--- src/rtl/pwr_sleep_pkg.sv ---
package pwr_sleep_pkg;
   typedef enum logic [2:0] {
      ST_RUN   = 3'd0,
      ST_ARMED = 3'd1,
      ST_DOWN  = 3'd2,
      ST_WAKE  = 3'd3,
      ST_EXIT  = 3'd4
   } sleep_state_e;

   localparam int CTRL_W   = 16;
   localparam int BIT_XTAL = 15;
   localparam int BIT_FLAG = 14;
   localparam int BIT_EN   = 13;
   localparam int BIT_ACT  = 12;
endpackage

--- src/rtl/pwr_flag_sync.sv ---
module pwr_flag_sync #(
   parameter int STAGES = 2
) (
   input  logic clk,
   input  logic rst_n,
   input  logic din,
   output logic level,
   output logic rise
);
   initial begin
      if (STAGES < 2) $error("pwr_flag_sync: STAGES must be at least 2");
   end

   logic [STAGES:0] chain;

   always_ff @(posedge clk or negedge rst_n) begin
      if (!rst_n) chain <= '0;
      else        chain <= {chain[STAGES-1:0], din};
   end

   assign level = chain[STAGES-1];
   assign rise  = chain[STAGES-1] & ~chain[STAGES];
endmodule

--- src/rtl/pwr_ctrl_reg.sv ---
module pwr_ctrl_reg
   import pwr_sleep_pkg::*;
#(
   parameter int          ADDR_W   = 14,
   parameter logic [13:0] REG_ADDR = 14'h3FEF,
   parameter bit          HAS_XTAL = 1'b1
) (
   input  logic              clk,
   input  logic              rst_n,
   input  logic [ADDR_W-1:0] addr,
   input  logic              wr,
   input  logic [CTRL_W-1:0] wdata,
   input  logic              flag_level,
   output logic [CTRL_W-1:0] rdata,
   output logic              xtal_dis,
   output logic              sleep_en,
   output logic              wake_rst
);
   initial begin
      if (ADDR_W < 14) $error("pwr_ctrl_reg: ADDR_W too small for REG_ADDR");
   end

   localparam logic [ADDR_W-1:0] HIT_ADDR = ADDR_W'(REG_ADDR);

   logic hit;
   logic xtal_q, en_q, act_q;

   assign hit = (addr == HIT_ADDR);

   always_ff @(posedge clk or negedge rst_n) begin
      if (!rst_n) begin
         en_q  <= 1'b0;
         act_q <= 1'b0;
      end else if (wr && hit) begin
         en_q  <= wdata[BIT_EN];
         act_q <= wdata[BIT_ACT];
      end
   end

   generate
      if (HAS_XTAL) begin : g_xtal
         always_ff @(posedge clk or negedge rst_n) begin
            if (!rst_n)         xtal_q <= 1'b0;
            else if (wr && hit) xtal_q <= wdata[BIT_XTAL];
         end
      end else begin : g_no_xtal
         assign xtal_q = 1'b0;
      end
   endgenerate

   always_comb begin
      rdata = '0;
      if (hit) begin
         rdata[BIT_XTAL] = xtal_q;
         rdata[BIT_FLAG] = en_q & flag_level;
         rdata[BIT_EN]   = en_q;
         rdata[BIT_ACT]  = act_q;
      end
   end

   assign xtal_dis = xtal_q;
   assign sleep_en = en_q;
   assign wake_rst = act_q;
endmodule

--- src/rtl/pwr_wake_timer.sv ---
module pwr_wake_timer #(
   parameter int WAKE_CYCLES = 4096
) (
   input  logic clk,
   input  logic rst_n,
   input  logic load,
   input  logic run,
   output logic done
);
   initial begin
      if (WAKE_CYCLES < 2) $error("pwr_wake_timer: WAKE_CYCLES must be at least 2");
   end

   localparam int              CNT_W    = $clog2(WAKE_CYCLES);
   localparam logic [CNT_W-1:0] LOAD_VAL = CNT_W'(WAKE_CYCLES - 1);

   logic [CNT_W-1:0] cnt;

   always_ff @(posedge clk or negedge rst_n) begin
      if (!rst_n)                 cnt <= '0;
      else if (load)              cnt <= LOAD_VAL;
      else if (run && cnt != '0)  cnt <= cnt - 1'b1;
   end

   assign done = (cnt == '0);
endmodule

--- src/rtl/pwr_sleep_ctrl.sv ---
module pwr_sleep_ctrl
   import pwr_sleep_pkg::*;
#(
   parameter int          ADDR_W      = 14,
   parameter logic [13:0] REG_ADDR    = 14'h3FEF,
   parameter int          WAKE_CYCLES = 4096,
   parameter int          SYNC_STAGES = 2,
   parameter bit          HAS_XTAL    = 1'b1
) (
   input  logic              clk,
   input  logic              rst_n,
   input  logic [ADDR_W-1:0] reg_addr,
   input  logic              reg_wr,
   input  logic [15:0]       reg_wdata,
   output logic [15:0]       reg_rdata,
   input  logic              irq_taken,
   input  logic              idle_exec,
   input  logic              rti_exec,
   input  logic              flag_in,
   output logic              pd_ack,
   output logic              osc_off,
   output logic              core_clk_en,
   output logic              resume_pulse,
   output logic              soft_rst_pulse
);
   sleep_state_e state_q, state_d;
   logic flag_level, flag_rise;
   logic xtal_dis, sleep_en, wake_rst;
   logic timer_load, timer_done;

   pwr_flag_sync #(.STAGES(SYNC_STAGES)) u_sync (
      .clk(clk), .rst_n(rst_n), .din(flag_in),
      .level(flag_level), .rise(flag_rise)
   );

   pwr_ctrl_reg #(.ADDR_W(ADDR_W), .REG_ADDR(REG_ADDR), .HAS_XTAL(HAS_XTAL)) u_reg (
      .clk(clk), .rst_n(rst_n), .addr(reg_addr), .wr(reg_wr), .wdata(reg_wdata),
      .flag_level(flag_level), .rdata(reg_rdata),
      .xtal_dis(xtal_dis), .sleep_en(sleep_en), .wake_rst(wake_rst)
   );

   assign timer_load = (state_q == ST_DOWN) && flag_rise && sleep_en && xtal_dis;

   generate
      if (HAS_XTAL) begin : g_timer
         pwr_wake_timer #(.WAKE_CYCLES(WAKE_CYCLES)) u_timer (
            .clk(clk), .rst_n(rst_n), .load(timer_load),
            .run(state_q == ST_WAKE), .done(timer_done)
         );
      end else begin : g_no_timer
         assign timer_done = 1'b1;
      end
   endgenerate

   always_comb begin
      state_d = state_q;
      unique case (state_q)
         ST_RUN:   if (irq_taken && sleep_en) state_d = ST_ARMED;
         ST_ARMED: begin
            if (rti_exec)       state_d = ST_RUN;
            else if (idle_exec) state_d = sleep_en ? ST_DOWN : ST_RUN;
         end
         ST_DOWN:  if (flag_rise && sleep_en) state_d = xtal_dis ? ST_WAKE : ST_EXIT;
         ST_WAKE:  if (timer_done) state_d = ST_EXIT;
         ST_EXIT:  state_d = ST_RUN;
         default:  state_d = ST_RUN;
      endcase
   end

   always_ff @(posedge clk or negedge rst_n) begin
      if (!rst_n) state_q <= ST_RUN;
      else        state_q <= state_d;
   end

   logic asleep;
   assign asleep         = (state_q == ST_DOWN) || (state_q == ST_WAKE);
   assign pd_ack         = asleep && sleep_en;
   assign core_clk_en    = !asleep;
   assign osc_off        = (state_q == ST_DOWN) && xtal_dis;
   assign resume_pulse   = (state_q == ST_EXIT) && !wake_rst;
   assign soft_rst_pulse = (state_q == ST_EXIT) && wake_rst;
endmodule

--- config.mk ---
export PLATFORM = sky130hd
export DESIGN_NAME = pwr_sleep_ctrl
export DESIGN_NICKNAME = d
export VERILOG_FILES = /design/src/rtl/pwr_sleep_pkg.sv /design/src/rtl/pwr_flag_sync.sv /design/src/rtl/pwr_ctrl_reg.sv /design/src/rtl/pwr_wake_timer.sv /design/src/rtl/pwr_sleep_ctrl.sv
export SDC_FILE = /design/constraint.sdc
export NUM_CORES = 1
export LEC_CHECK = 0
export ABC_AREA = 0
export BUFFER_PORTS_ARGS = -buffer_cell sky130_fd_sc_hd__buf_2
export CAP_MARGIN = 20
export CORE_AREA = 4 4 79 81
export DETAILED_ROUTE_END_ITERATION = 8
export DIE_AREA = 0 0 83 85
export GPL_TIMING_DRIVEN = 0
export PLACE_DENSITY_LB_ADDON = 0.15
export SLEW_MARGIN = 10
export SYNTH_ARGS = -nofsm -noshare
export SYNTH_HDL_FRONTEND = slang
export SYNTH_HIERARCHICAL = 1
export SYNTH_SLANG_ARGS = --single-unit
--- constraint.sdc ---
create_clock -name clk -period 2.9 [get_ports clk]
set_clock_uncertainty 0.15 [all_clocks]
set_input_delay 0.145 -clock clk [delete_from_list [all_inputs] [get_ports clk]]
set_output_delay 0.145 -clock clk [all_outputs]
set_load 0.02 [all_outputs]
# --- Word level (Yosys, flattened, before mapping) ---
# Cells that the tools add are included.
# Widths: inputs -> output; s select.
totals:
  reg_bits: 21
  input_bits: 37
  out_inout_bits: 21
  wordCells: 49
op_classes:
  n_addsub: 1
  eq_ne: 9
  muxes: 11
  bitwise: 3
  reduce_logical: 19
ops:
  columns: ["op", "n"]
  rows:
  - ["$mux 12", 2]
  - ["$mux 3", 6]
  - ["$eq 14x14->1 const B", 1]
  - ["$logic_not 12->1", 1]
  - ["$pmux 3 s4", 1]
  - ["$reduce_bool 12->1", 1]
  - ["$sub 12x1->12 const B", 1]
  - ["$logic_and 1x1->1", 11]
  - ["$eq 3x2->1 const B", 2]
  - ["$mux 4", 1]
  - ["$ne 2x2->1 const B", 2]
  - ["$reduce_and 4->1", 1]
  - ["$eq 3x1->1 const B", 1]
  - ["$eq 3x3->1 const B", 1]
  - ["$logic_not 3->1", 1]
  - ["$ne 3x3->1 const B", 1]
  - ["$and 1x1->1", 2]
  - ["$logic_not 1->1", 2]
  - ["$mux 2", 1]
  - ["$ne 2x1->1 const B", 1]
  - ["$reduce_bool 2->1", 1]
  - ["$logic_or 1x1->1", 1]
  - ["$not 1->1", 1]

# --- Logic depth before layout (Yosys ltp) ---
# Gate-level depths: netlist (run 1).
logic_depth:
  depth_word: 6
  ltp_mapped: 8
  depth_no_buf: 8

# --- By module ---
# Netlist (run 1), hierarchy kept.
modules_own_cells:
  columns: ["mod", "n_inst", "cells_per_inst", "area_each_um2", "seq_area_each_um2"]
  rows:
  - ["pwr_wake_timer", 1, 75, 713.2, 300.3]
  - ["pwr_ctrl_reg", 1, 30, 304.0, 75.1]
  - ["pwr_sleep_ctrl", 1, 28, 252.7, 75.1]
  - ["pwr_flag_sync", 1, 4, 88.8, 75.1]

# --- Worst setup path before layout (run 1) ---
# No wires, ideal clock.
synth_path:
  kind: "register to register"
  startpoint: "reg g_timer.u_timer.cnt[4]"
  endpoint: "reg state_q[1]"
  setup_ps: 127
  arrival_time_ps: 2012
  t_required_ps: 2623
  setup_slack_ps: 611
  path_stages_with_launch: 9
  path_buffers: 1
  period_less_slack_ps: 2289
  cell_sequence: "dfrtp_1 > or4_1 > buf_2 > or2_4 > nor3_1 > or2b_1 > a211o_1 > nand2_2 > mux2_1"
synth_between:
  elab_chain_len: 3
synth_lines:
  columns: ["element", "line", "source"]
  rows:
  - ["start, declared", "pwr_wake_timer.sv:17", "logic [CNT_W-1:0] cnt;"]
  - ["start signal, assigned", "pwr_wake_timer.sv:22", "else if (run && cnt != '0) cnt <= cnt - 1'b1;"]
  - ["$logic_not 12->1", "pwr_wake_timer.sv:25", "assign done = (cnt == '0);"]
  - ["named net timer_done", "pwr_sleep_ctrl.sv:29", "logic timer_load, timer_done;"]
  - ["$ne 2x2->1 (no line)", null, null]
  - ["$reduce_and 4->1 (no line)", null, null]
  - ["end signal, assigned", "pwr_sleep_ctrl.sv:72", "else state_q <= state_d;"]
  - ["end, declared", "pwr_sleep_ctrl.sv:26", "sleep_state_e state_q, state_d;"]
# The timed path passes the listed nets, and every way through them passes these cells.
# A chain may end at the register's enable or synchronous reset.

# --- Worst setup path after layout (run 1) ---
layout_path:
  startpoint: "reg state_q[2]"
  endpoint: "reg g_timer.u_timer.cnt[5]"
layout_between:
  elab_chain_len: 5
  elab_cells_between_ends: 8
  cone_classes: "2 x eq/ne; 1 x mux; 5 x reduce/logical"
layout_lines:
  columns: ["element", "line", "source"]
  rows:
  - ["$eq 3x2->1", "pwr_sleep_ctrl.sv:42", "assign timer_load = (state_q == ST_DOWN) && flag_rise && sleep_en && xtal_dis;"]
  - ["$logic_and 1x1->1 (3 in a row)", "pwr_sleep_ctrl.sv:42", null]
  - ["$mux 12 / $reduce_bool 2->1 (equally long branches)", null, null]
# Several ways; a longest one is shown, not always the timed one.

==> results.yml, run 1 <==
status:
  outcome: "completed"
synth:
  synth-adder-area-share: 0.0184
  yosys_warnings: 6
  synth_ff_type: "dfrtp_1"
  synth_top_family_by_area: "simple AND/OR/NAND/NOR gates"
  ys_top_cells_by_area: "dfrtp_1 (39%), buf_4 (6.6%), mux2_2 (3.3%)"
  synth_largest_area_cell: "dfrtp_1"
  synth_top_area_share: 0.387
  avgSynthCellArea_um2: 9.92
  ys_seq_elements: 21
  yosys.area_share.simple: 0.301
  ys_seq_area_frac: 0.387
  synth.mux.area_fraction: 0.0488
  synth-xor-area-share: 0.0129
  synth-edff-count: 0
  synth_compound_area_frac: 0.123
  syn_inst: 137
  synthArstFlopShare: 1.00
  synth.distinct_cells: 48
  netlist_area_um2: 1360
grt:
  grt_usage: 0.0923
  grt_pass1_wl_mm: 5.49
  first_global_vias: 1190
  grt_antenna_before_repair: 0
  grt_max_degree: 22
  grt_overflow: 0
placement:
  pre_cts_slack_ps: 416
  io_buffer_count: 32
  hpwl_mm: 2.39
  gp_congestion: 0.853
  place_inst: 252
cells_and_area:
  n_antenna_cell: 0
  fin_cells: 261
  drive_above_1_share: 0.344
  mostFrequentLayoutCell: "buf_2"
  fin_nets: 229
  area_growth_pct: 28.5
  final_cell_mix: "buf_2 (33), dfrtp_1 (21), buf_4 (12), conb_1 (12)"
  fill_cells: 599
cts:
  clkLatencyLatePin_ps: 260
  cts_buffers: 3
  post_cts_resized: 0
  h-tree-depth: 1
  root_buffer: "clkbuf_8"
  clkTransAtPathRegs_ps: 80
  clk_path_buf_depth: 2
  cts_tree: "done"
  cts_setup_buffers: 0
  cts.sinks: 21
route:
  drt_iter0_drc: 43
  drt_first_pass_iters: 4
  drc: 0
  final_antenna_net_count: 0
  wl_mm: 3.06
  via_per_inst: 4.39
  vias: 1146
  wire_per_inst_um: 11.7
floorplanning:
  die_h_um: 85
  rows: 27
  fp.dieW_um: 83
  die_area_um2: 7060
  io_pins: 58
  start_util: 0.248
  fp.coreArea_um2: 5470
sta:
  tightest_slew_ps: 552
  fin_crit_sh: 0.883
  fin_ws_ps: 339
  hold-worst-slack_ps: 184
  setup_violations: 0
  relSlewSlack: 0.627
  max_freq_mhz: 391
  grt_setup_unrepaired: "no"
  maxSlewViolCount: 0
  hold_viol_final: 0
  post-route-min-period_ps: 2560
  fin_setup_tns_ps: 0
power:
  power_density_nw_per_um2: 315
  p_leak_nw: 0.892
  peakVddDrop_mv: 0.214
min_path:
  hp-class: "in -> reg"
run:
  cap_violations: 0
worst_setup_path:
  worstSetupStartpointType: "register"
  critPathKind: "reg -> reg"
  cp.required_ps: 2940
  critPathCaptureType: "register"
  critPathArrivalTime_ps: 2610
  crit_fanout: 8
[power by group]
group | switching, mW | internal [mW] | total [mW]
sequential | 0.00130 | 0.295 | 0.296
combinational | 0.0312 | 0.0296 | 0.0608
clock | 0.0980 | 0.0957 | 0.194
total | 0.131 | 0.420 | 0.551
[worst paths after layout]
kind | startpoint | end | slack, ps | depth (start not counted)
hold / removal | idle_exec | state_q[0] | 180 | 4
setup / recovery | state_q[2] | g_timer.u_timer/cnt[5] | 340 | 6
max in group asynchronous | rst_n | g_timer.u_timer/cnt[10] | 2030 | 2
setup reg to reg | state_q[2] | g_timer.u_timer/cnt[5] | 340 | 6
hold reg to reg | u_sync/chain[0] | u_sync/chain[1] | 200 | 0
min in group asynchronous | rst_n | u_reg/xtal_dis | 230 | 2
[cell families (layout without fill, tap and decap cells)]
logic type | Yosys count | after routing
flip-flops | 21 | 21
other | 1 | 12
adder cells (fa/ha/maj) | 2 | 2
AND/OR/NAND/NOR | 60 | 60
XOR/XNOR | 2 | 2
multiplexers | 6 | 6
AO/OA/AOI/OAI | 21 | 21
buffers and inverters | 24 | 65
[through the flow]
stage	area, um2	power [mW]	util
finish	1750	0.551	0.319
global route	1750	0.587	0.319
CTS	1750	0.564	0.319
detailed placement	1650	0.357	0.302
global placement	1650	0.357	0.302
floorplan	1400	0.333	-
[Yosys cell counts (2+ instances only)]
library cell  number
or3_1              2
nor2b_1            4
buf_4             12
nor3_1             2
clkbuf_1           3
mux2_2             4
and3_1             2
nand3_1            4
o41ai_2            2
nand4_2            2
inv_1              7
or4_1              6
a31oi_1            2
nand2_1            6
nor4b_1            2
ha_1               2
dfrtp_1           21
a211o_1            2
nor4_1             5
nand2b_1           3
or2b_1             2
nor2_1             7
a21oi_1            3
o21ai_0            2
o31ai_1            5
and2_1             3
[timing repair]
item	in CTS	in global routing
hold endpoints to repair	25	0
hold buffers	5	0
endpoints found under the setup margin	0	0
[final cells by class]
type / instances / area (um2) / share of cell area
buffer: 17 / 118 / 0.0673
clock buffer: 3 / 41.3 / 0.0236
clock inverter: 1 / 5.00 / 0.00287
inverter: 7 / 26.3 / 0.0150
multi-input combinational: 103 / 731 / 0.418
sequential: 21 / 526 / 0.301
tap: 72 / 90.1 / 0.0516
timing repair buffer: 37 / 210 / 0.120
[routing by layer]
layer | wire length (um) | track usage
met5 | 0 | 0
met3 | 201 | 0.0379
met1 | 1430 | 0.115
met4 | 14 | 0.0134
met2 | 1420 | 0.153
[flip-flops by register name, summed over array words and instances (netlist names)]
register and cells:
g_timer.u_timer/cnt 12, state_q 3, u_sync/chain 3, u_reg/sleep_en 1, u_reg/wake_rst 1, u_reg/xtal_dis 1
[critical path: stages, from the launching register on]
cell	delay, ps
dfrtp_1	460
or2b_1	300
nor2_1	320
nor4b_1	520
o41ai_2	220
or4_1	430
nand3_1	90
(Power assumes the default switching activity.)
==> run 2: changes to the inputs <==
--- a/config.mk
+++ b/config.mk
@@ -5,14 +5,13 @@
 export SDC_FILE = /design/constraint.sdc
 export NUM_CORES = 1
 export LEC_CHECK = 0
-export ABC_AREA = 0
 export BUFFER_PORTS_ARGS = -buffer_cell sky130_fd_sc_hd__buf_2
 export CAP_MARGIN = 20
 export CORE_AREA = 4 4 79 81
 export DETAILED_ROUTE_END_ITERATION = 8
 export DIE_AREA = 0 0 83 85
 export GPL_TIMING_DRIVEN = 0
-export PLACE_DENSITY_LB_ADDON = 0.15
+export PLACE_DENSITY_LB_ADDON = 0.05
 export SLEW_MARGIN = 10
 export SYNTH_ARGS = -nofsm -noshare
 export SYNTH_HDL_FRONTEND = slang
==> results.yml, run 2 (synthesis gave the netlist of run 1 again) <==
route:
  via_per_inst: 4.48
  wl_mm: 3.22
  drt_first_pass_iters: 4
  vias: 1170
  wire_per_inst_um: 12.3
  final_antenna_net_count: 0
  drc: 0
  drt_iter0_drc: 37
floorplanning:
  fp.dieW_um: 83
  die_h_um: 85
  start_util: 0.248
  io_pins: 58
  fp.coreArea_um2: 5470
  rows: 27
  die_area_um2: 7060
cells_and_area:
  reg_top3: "g_timer.u_timer/cnt (12), state_q (3), u_sync/chain (3)"
  area_growth_pct: 28.5
  largest_register_ffs: 12
  fin_nets: 229
  post-route-util: 0.319
  mostFrequentLayoutCell: "buf_2"
  n_antenna_cell: 0
  drive_above_1_share: 0.344
  regMostFlops: "g_timer.u_timer/cnt"
  final_cell_mix: "buf_2 (33), dfrtp_1 (21), buf_4 (12), conb_1 (12)"
cts:
  cts_buffers: 3
  clk_path_buf_depth: 2
  clkTransAtPathRegs_ps: 80
  cts_setup_buffers: 0
  cts.sinks: 21
  h-tree-depth: 1
  cts_tree: "done"
  post_cts_resized: 0
  clkLatencyLatePin_ps: 260
  root_buffer: "clkbuf_8"
  cts_hold_buf: 5
sta:
  setup_violations: 0
  post-route-min-period_ps: 2520
  max_freq_mhz: 397
  tightest_slew_ps: 518
  maxSlewViolCount: 0
  relSlewSlack: 0.652
  grt_setup_unrepaired: "no"
  fin_crit_sh: 0.869
  fin_setup_tns_ps: 0
  hold_viol_final: 0
placement:
  io_buffer_count: 32
  hpwl_mm: 2.50
  gp_congestion: 0.794
worst_setup_path:
  cp.required_ps: 2940
  critPathArrivalTime_ps: 2560
  critPathCaptureType: "register"
  critPathKind: "reg -> reg"
  reg2reg_slack_ps: 380
  rr_worst_depth: 5
  crit_fanout: 8
  worstSetupStartpointType: "register"
  rr_endpoint: "g_timer.u_timer/cnt[9]"
  r2r_start: "state_q[2]"
grt:
  grt_antenna_before_repair: 0
  grt_pass1_wl_mm: 5.71
  first_global_vias: 1216
  grt_overflow: 0
  grt_usage: 0.0961
  grt_max_degree: 22
min_path:
  hp-start: "idle_exec"
  hold-path-endpoint: "state_q[0]"
  holdPathStages: 4
  hp-class: "in -> reg"
power:
  p_leak_nw: 0.892
  power_density_nw_per_um2: 316
  peakVddDrop_mv: 0.164
status:
  outcome: "completed"
run:
  cap_violations: 0
==> run 2: per-stage QoR <==
stage / instances / setup WS (ps) / power [mW] / hold WS [ps] / area, um2
after floorplan: 148 / 611 / 0.333 / -301 / 1400
after global placement: 252 / 396 / 0.357 / -0.878 / 1650
after detailed placement: 252 / 422 / 0.358 / 2.81 / 1650
after CTS: 261 / 377 / 0.567 / 150 / 1750
after global routing: 261 / 129 / 0.587 / 166 / 1750
final: 261 / 380 / 0.552 / 156 / 1750
==> run 2: final cells by class <==
| type | instances | area (um2) |
|---|---|---|
| Clock buffer | 3 | 41.3 |
| Inverter | 7 | 26.3 |
| Multi-Input combinational cell | 103 | 731 |
| Tap cell | 72 | 90.1 |
| Timing Repair Buffer | 37 | 210 |
| Clock inverter | 1 | 5.00 |
| Sequential cell | 21 | 526 |
| Fill cell | 591 | 3730 |
| Buffer | 17 | 118 |
==> run 2: metal layers <==
layer,routed length (um),part of all wire,up-vias,global-route usage
met1,1490,0.46,562,0.123
met5,0,0,-,0
met4,25,0.0078,0,0.0357
met2,1540,0.48,26,0.155
li1,-,-,580,-
met3,159,0.049,2,0.0262
==> run 2: worst max path at each step <==
| stage | start | end | slack [ps] | cells after the start |
|---|---|---|---|---|
| detailed placement | state_q[2] | g_timer.u_timer/cnt[9] | 420 | 5 |
| floorplan | g_timer.u_timer/cnt[4] | state_q[1] | 610 | 8 |
| global route | state_q[2] | g_timer.u_timer/cnt[5] | 130 | 6 |
| global placement | state_q[2] | g_timer.u_timer/cnt[5] | 400 | 6 |
| finish | state_q[2] | g_timer.u_timer/cnt[9] | 380 | 5 |
| CTS | state_q[2] | g_timer.u_timer/cnt[9] | 380 | 5 |
==> run 2: where the power goes <==
group | internal, mW | switching [mW] | total (mW) | leakage (nW)
Clock | 0.0957 | 0.0989 | 0.195 | 0.0255
Sequential | 0.295 | 0.00151 | 0.296 | 0.287
Combinational | 0.0296 | 0.0314 | 0.0611 | 0.579
Total | 0.420 | 0.132 | 0.552 | 0.892
==> run 2: worst max-delay path: stages (launching register included) <==
cell and delay, ps:
dfrtp_1 460, or2b_1 300, nor2_1 310, or4b_2 660, nor4_1 340, mux2i_1 230
